File: src/rtl/survivor_traceback.sv
module survivor_traceback #(
  parameter int STATE_W     = 7,
  parameter int WORD_W      = 6,
  parameter int MERGE_READS = 21,
  parameter int BLOCK_READS = 16
) (
  input  logic                      clk,
  input  logic                      rst_n,
  input  logic                      start,
  input  logic [STATE_W-1:0]        start_state,
  input  logic [WORD_W-1:0]         start_word,
  output logic                      busy,
  output logic                      rd_en,
  output logic [WORD_W+STATE_W-1:0] rd_addr,
  input  logic [1:0]                rd_data,
  output logic                      out_bit,
  output logic                      out_valid
);

  localparam int TOTAL = MERGE_READS + BLOCK_READS;
  localparam int BB    = 2 * BLOCK_READS;
  localparam int CW    = $clog2(TOTAL + 1);
  localparam int DW    = $clog2(BB + TOTAL + 1);
  localparam int PW    = $clog2(BB);

  localparam logic [CW-1:0] TOTAL_C = CW'(TOTAL);
  localparam logic [CW-1:0] LAST_C  = CW'(TOTAL - 1);
  localparam logic [CW-1:0] MERGE_C = CW'(MERGE_READS);
  localparam logic [DW-1:0] BB_D    = DW'(BB);
  localparam logic [DW-1:0] SLACK_D = DW'(TOTAL);

  logic               tracing, first, vld_q;
  logic [CW-1:0]      issued, recv;
  logic [STATE_W-1:0] cur_state, addr_state;
  logic [WORD_W-1:0]  cur_word, addr_word;
  logic [BB-1:0]      stk, obuf;
  logic [DW-1:0]      drain_left;
  logic [PW-1:0]      push_pos;
  logic               accept, keep, last_recv;

  assign addr_state = first ? cur_state : {cur_state[STATE_W-3:0], rd_data};
  assign addr_word  = first ? cur_word  : cur_word - 1'b1;
  assign rd_addr    = {addr_word, addr_state};
  assign rd_en      = tracing && (issued != TOTAL_C);

  assign busy      = tracing || (drain_left > SLACK_D);
  assign accept    = start && !busy;
  assign keep      = vld_q && (recv >= MERGE_C);
  assign last_recv = vld_q && (recv == LAST_C);
  assign push_pos  = PW'(recv - MERGE_C) << 1;

  assign out_bit   = obuf[BB-1];
  assign out_valid = (drain_left != '0);

  always_ff @(posedge clk or negedge rst_n) begin
    if (!rst_n) begin
      tracing   <= 1'b0;
      first     <= 1'b0;
      vld_q     <= 1'b0;
      issued    <= '0;
      recv      <= '0;
      cur_state <= '0;
      cur_word  <= '0;
    end else begin
      vld_q <= rd_en;
      if (accept) begin
        tracing   <= 1'b1;
        first     <= 1'b1;
        issued    <= '0;
        recv      <= '0;
        cur_state <= start_state;
        cur_word  <= start_word;
      end else if (tracing) begin
        if (rd_en) begin
          first     <= 1'b0;
          issued    <= issued + 1'b1;
          cur_state <= addr_state;
          cur_word  <= addr_word;
        end
        if (vld_q) recv <= recv + 1'b1;
        if (last_recv) tracing <= 1'b0;
      end
    end
  end

  always_ff @(posedge clk or negedge rst_n) begin
    if (!rst_n) begin
      stk <= '0;
    end else if (keep) begin
      stk[push_pos +: 2] <= {rd_data[0], rd_data[1]};
    end
  end

  always_ff @(posedge clk or negedge rst_n) begin
    if (!rst_n) begin
      obuf       <= '0;
      drain_left <= '0;
    end else if (last_recv) begin
      obuf       <= {rd_data[0], rd_data[1], stk[BB-3:0]};
      drain_left <= BB_D;
    end else if (drain_left != '0) begin
      obuf       <= obuf << 1;
      drain_left <= drain_left - 1'b1;
    end
  end

endmodule

File: config.mk
export PLATFORM = sky130hd
export DESIGN_NAME = survivor_traceback
export DESIGN_NICKNAME = d
export VERILOG_FILES = /design/src/rtl/survivor_traceback.sv
export SDC_FILE = /design/constraint.sdc
export NUM_CORES = 1
export LEC_CHECK = 0
export BUFFER_PORTS_ARGS = -buffer_cell sky130_fd_sc_hd__buf_4
export CORE_UTILIZATION = 55
export CTS_BUF_LIST = sky130_fd_sc_hd__clkbuf_2 sky130_fd_sc_hd__clkbuf_4 sky130_fd_sc_hd__clkbuf_8
export CTS_CLUSTER_SIZE = 8
export DETAILED_ROUTE_END_ITERATION = 10
export PLACE_DENSITY = 0.73
export SYNTH_ARGS = -nofsm -noshare
export SYNTH_HDL_FRONTEND = slang
export SYNTH_SLANG_ARGS = --single-unit
File: constraint.sdc
create_clock -name clk -period 2.35 [get_ports clk]
set_input_delay 0.3525 -clock clk [delete_from_list [all_inputs] [get_ports clk]]
set_output_delay 0.3525 -clock clk [all_outputs]
set_load 0.02 [all_outputs]
Yosys cells after proc, flatten, opt, wreduce, memory -nomap -nowiden
Cells that the tools add are included.
Word-level totals
  logic and storage cells: 60
  bits in registers: 99
  bits of input ports: 18
Operators by class
  $lt $le $gt $ge: 2
  add/sub/neg operators: 6
  mux-type cells: 25
  shifts and indexed selects: 2
  reduce and logical (&&, ||, !) cells: 13
  equal/unequal tests: 2
Operators by type and width (count)
  $mux 32: 2
  $mux 6: 10
  $mux 7: 6
  $bwmux 32: 1
  $shift 2x7->32 const A: 1
  $shiftx 2x7->32: 1
  $add 6x1->6 const B: 2
  $reduce_bool 2->1: 4
  $gt 7x6->1 const B: 1
  $neg 5->7: 1
  $reduce_bool 7->1: 1
  $sub 7x1->7 const B: 1
  $eq 6x6->1 const B: 1
  $ge 6x5->1 const B: 1
  $mux 1: 6
  $ne 6x6->1 const B: 1
  $sub 6x1->6 const B: 1
  $logic_and 1x1->1: 4
  $reduce_and 2->1: 2
  $sub 4x3->4 const B: 1
  $logic_not 1->1: 1
  $logic_or 1x1->1: 1

Depth between registers and ports, before layout
  word-level depth: 6
  gate-level depth with buffers: 10
  mapped depth without buffers: 8

Worst setup path before layout
No wires, ideal clock.
  kind: reg-to-reg
  from: register recv[0]
  to: register stk[26]
  setup slack: -60 ps
  library setup time: 125 ps
  buffers on the path: 1
  cell stages (with the launch flop): 9
  arrival time: 2285 ps
  path through: dfrtp_1 > buf_6 > inv_1 > ha_1 > or2b_2 > a211o_1 > and4_2 > nand3_1 > mux2_2
On the way
  cells in the longest elaborated chain, start to end: 4
  elaborated cells between the ends (all ways): 7
RTL lines
  start, declared: line 33  | logic [CW-1:0] issued, recv;
  start signal, assigned: line 80  | if (vld_q) recv <= recv + 1'b1;
  $sub 4x3->4: line 50  | assign push_pos = PW'(recv - MERGE_C) << 1;
  $neg 5->7: line 90  | stk[push_pos +: 2] <= {rd_data[0], rd_data[1]};
  $shiftx 2x7->32 or $shift 2x7->32 (tied branches): line 90
  $bwmux 32: line 90
  end signal, assigned by index: line 90
  end, declared: line 36  | logic [BB-1:0] stk, obuf;
Parallel ways exist; a longest one is shown, timed or not.
A chain may end at the register's enable or synchronous reset.

Worst setup path after layout
  from: register recv[1]
  to: register stk[23]
Same word-level chain as after synthesis.

==> flow_metrics.py <==
metrics = {
    "timing": {
        "clock_skew_ps": 11.7,
        "final_report_setup_violation_count": 0,
        "report.final.slew_viol_count": 0,
        "maxSlewHeadroom_pct": 57.4,
        "fin_crit_ps": 2320,
        "post-route-period-util_pct": 98.5,
        "worst_margin_slew_ps": 638,
        "maxClockFrequency_mhz": 432,
        "timing.hold.ws_ps": 181,
        "timing.final.hold_violations": 0,
        "tns_ps": 0,
    },
    "route": {
        "detailedRoute.firstIterationViolations": 157,
        "route.antenna.remaining_nets": 0,
        "vias": 3400,
        "routed_wirelength_um": 9740,
        "wl_per_cell_um": 16.2,
        "drt-vias-per-instance": 5.66,
        "detail_route.drc_violations": 0,
        "firstDrtPassIters": 4,
    },
    "pwr": {
        "total_leakage_power_nw": 2.74,
        "power_density_nw_per_um2": 1300,
        "vdd_drop_max_mv": 0.770,
    },
    "worst_hold_path": {
        "hold_path_startpoint": "start_word[3]",
        "hold_path.class": "primary input to register",
    },
    "critical_path": {
        "buffers_inverters_on_critical_path": 2,
        "cp_data_arrival_time_ps": 2570,
        "critical_path.reg2reg.startpoint": "recv[1]",
        "timing.critical_path.cells": "buf_4 > buf_6 > or3_4 > a31oi_4 > nand4_4 > or3b_4 > mux2_4",
        "critical_path_endpoint_category": "register",
        "cp_peak_stage_delay_ps": 430,
        "cp_startpoint_kind": "register",
        "worstSetupPathType": "register to register",
        "critPathLaunch": "recv[1]",
        "cp.required_ps": 2600,
        "timing.critical_path.slowest_stage_cell": "sky130_fd_sc_hd__or3b_4",
        "critical-path-top-delay-family": "simple AND/OR/NAND/NOR gates",
        "worstPathMaxFanout": 7,
    },
    "floorplan": {
        "io_pins": 35,
        "floorplan.initialDensity_pct": 58.1,
        "core_um2": 8380,
        "die-area_um2": 9230,
        "fp.dieH_um": 96.1,
        "placement_rows": 33,
        "die-width_um": 96.1,
    },
    "place": {
        "finalWeightedCongestion": 0.777,
        "place.detailed.instances": 578,
        "io_buffers": 34,
        "hpwl_um": 6490,
    },
    "clocking": {
        "cts_htree_levels": 3,
        "cts_sinks": 97,
        "numCtsBuffers": 9,
        "ctsRootBufferMaster": "sky130_fd_sc_hd__clkbuf_8",
        "max_clock_buf_depth": 2,
        "clock_tree_from_tritoncts": "yes",
        "clkTransAtPathRegs_ps": 100,
        "clock_latency_ps": 360,
    },
    "final_layout": {
        "antenna-diode-count": 0,
        "finish.net_count": 521,
        "syn2layout_area_growth_pct": 19.1,
        "layout-drive-gt1-share_pct": 30.2,
        "finish.cell_count_without_fillers": 601,
        "n_fill_cell": 605,
        "layout.area.seq_um2": 2430,
        "multi_input_comb_area_um2": 2480,
    },
    "run_status": {
        "status": "complete, no violations",
    },
    "grt": {
        "grt_pass1_wl_um": 16000,
        "first_global_vias": 3341,
        "grt_max_degree": 71,
        "leftover_overflow_at_the_end_of_global_routing": 0,
        "grt_use_total_pct": 23.0,
        "antenna_found_initial": 0,
    },
    "job": {
        "maxCapViolations": 0,
    },
    "logic_synthesis": {
        "synthDistinctLibCells": 53,
        "average_instance_area_after_synthesis_um2": 11.0,
        "number_of_flops_mapped_to_enable_cells_by_yosys": 0,
        "mappedNetlistArea_um2": 4870,
        "synthesis.instances": 443,
        "synth_sequential_area_ratio_pct": 49.9,
        "synth_fp_nets": 473,
        "yosysWarnings": 0,
        "synthArstFlopShare_pct": 100,
        "yosys_most_used_dff": "sky130_fd_sc_hd__dfrtp_1",
        "synth_seq_cells": 97,
    },
}
[synthesized netlist by cell type, types with 3 or more instances]
master | number | area, µm²
sky130_fd_sc_hd__nand3_1 | 5 | 25.0
sky130_fd_sc_hd__a221o_1 | 8 | 80.1
sky130_fd_sc_hd__inv_1 | 13 | 48.8
sky130_fd_sc_hd__nand4b_1 | 3 | 26.3
sky130_fd_sc_hd__nor3_1 | 12 | 60.1
sky130_fd_sc_hd__dfrtp_1 | 97 | 2430
sky130_fd_sc_hd__a21oi_1 | 4 | 20.0
sky130_fd_sc_hd__o21ai_1 | 7 | 35.0
sky130_fd_sc_hd__mux2_2 | 35 | 394
sky130_fd_sc_hd__nor4_1 | 3 | 18.8
sky130_fd_sc_hd__nand2b_1 | 3 | 18.8
sky130_fd_sc_hd__nand2_1 | 50 | 188
sky130_fd_sc_hd__nor3b_1 | 12 | 90.1
sky130_fd_sc_hd__nor2_1 | 25 | 93.8
sky130_fd_sc_hd__clkbuf_1 | 13 | 48.8
sky130_fd_sc_hd__xor2_1 | 9 | 78.8
sky130_fd_sc_hd__o21ai_0 | 32 | 160
sky130_fd_sc_hd__ha_1 | 12 | 150
sky130_fd_sc_hd__xnor2_1 | 15 | 131
sky130_fd_sc_hd__a21o_1 | 3 | 22.5
sky130_fd_sc_hd__buf_2 | 5 | 25.0
sky130_fd_sc_hd__nand4_1 | 5 | 31.3
sky130_fd_sc_hd__and3_1 | 3 | 18.8
sky130_fd_sc_hd__mux2i_1 | 33 | 330
sky130_fd_sc_hd__buf_6 | 3 | 33.8
[state kept, by name, summed over array words and instances, names as in the netlist]
signal	flops
first	1
stk	30
drain_left	7
cur_word	6
obuf	32
tracing	1
recv	6
issued	6
cur_state	7
vld_q	1
[cell usage in the layout (no fill, tap or decap), drive strengths merged, types with 4 or more instances in the layout]
cell	synthesis	final
mux2	37	37
o21ai	39	39
inv	14	17
clkbuf	14	9
nand4	6	6
nor3b	12	12
xnor2	15	16
nand2	50	50
a221o	8	8
nor3	12	12
dfrtp	97	97
xor2	9	9
a21oi	4	4
ha	12	12
nor2	25	25
buf	9	58
mux2i	33	33
nand3	5	5
[logic make-up (layout without fill, tap and decap cells)]
family                     after synthesis  after routing  share of synthesized area (%)
and+or+nand+nor                        136            136                           14.4
DFF                                     97             97                           49.9
AOI/OAI and AO/OA                       67             67                           9.30
xor gates and xnor gates                24             25                           4.32
buffers and inverters                   37             89                           3.52
adders and majority gates               12             12                           3.08
muxes                                   70             70                           15.5
[worst reg2reg max path: cells and delay by family, from the launching register on]
kind | cells | cell delay (ps)
multiplexers | 1 | 310
buffers and inverters | 2 | 270
flip-flops | 1 | 400
AO/OA/AOI/OAI | 1 | 280
AND/OR/NAND/NOR | 3 | 950
[layout make-up]
type                    count  area share [%]
multi-input cells         310            42.7
flip-flops and latches     97            41.9
repair buffers             59            8.39
well taps                 105            2.27
clock buffers               9            2.14
clock inverters             7            1.75
inverters                  14           0.906
[stage by stage]
stage	power, mW	worst slack (ps)	utilization (%)	area (µm²)
3_3_place_gp	5.61	-20.4	63.7	5340
3_5_place_dp	5.73	-73.9	63.7	5340
4_1_cts	7.00	-6.86	66.6	5590
5_1_grt	8.05	-83.9	69.2	5800
6_report	7.53	34.9	69.2	5800
2_1_floorplan	4.84	15.4	-	4870
[path summary, 6_finish.rpt]
path | end | slack, ps | depth (start not counted)
setup / recovery | stk[23] | 30 | 7
hold / removal | cur_word[3] | 180 | 3
setup reg to reg | stk[23] | 30 | 7
hold reg to reg | obuf[19] | 480 | 2
max in group asynchronous | stk[11] | 1220 | 3
min in group asynchronous | cur_state[6] | 460 | 2
[routing by layer]
layer	global-route usage, %	part of all wire, %
met1	31.5	47
met2	37.1	49
met3	4.27	2.4
met4	6.84	0.91
met5	0	0
[report_power, final]
part	total [mW]	leakage [nW]	internal [mW]	switching, mW
Clock	1.23	0.112	0.613	0.612
Sequential	2.71	1.26	2.23	0.474
Combinational	3.60	1.37	1.70	1.90
Total	7.53	2.74	4.55	2.98
[timing repair]
| action | in CTS | in global routing |
|---|---|---|
| gates resized for setup | 2 | 29 |
| endpoints found under the setup margin | 18 | 31 |
| endpoints found under the hold margin | 31 | 0 |
| cloned | 0 | 1 |
| pin swaps | 1 | 7 |
| setup buffers | 0 | 6 |
| hold buffers | 1 | 0 |
No activity file was read; power rests on OpenSTA's default activity.
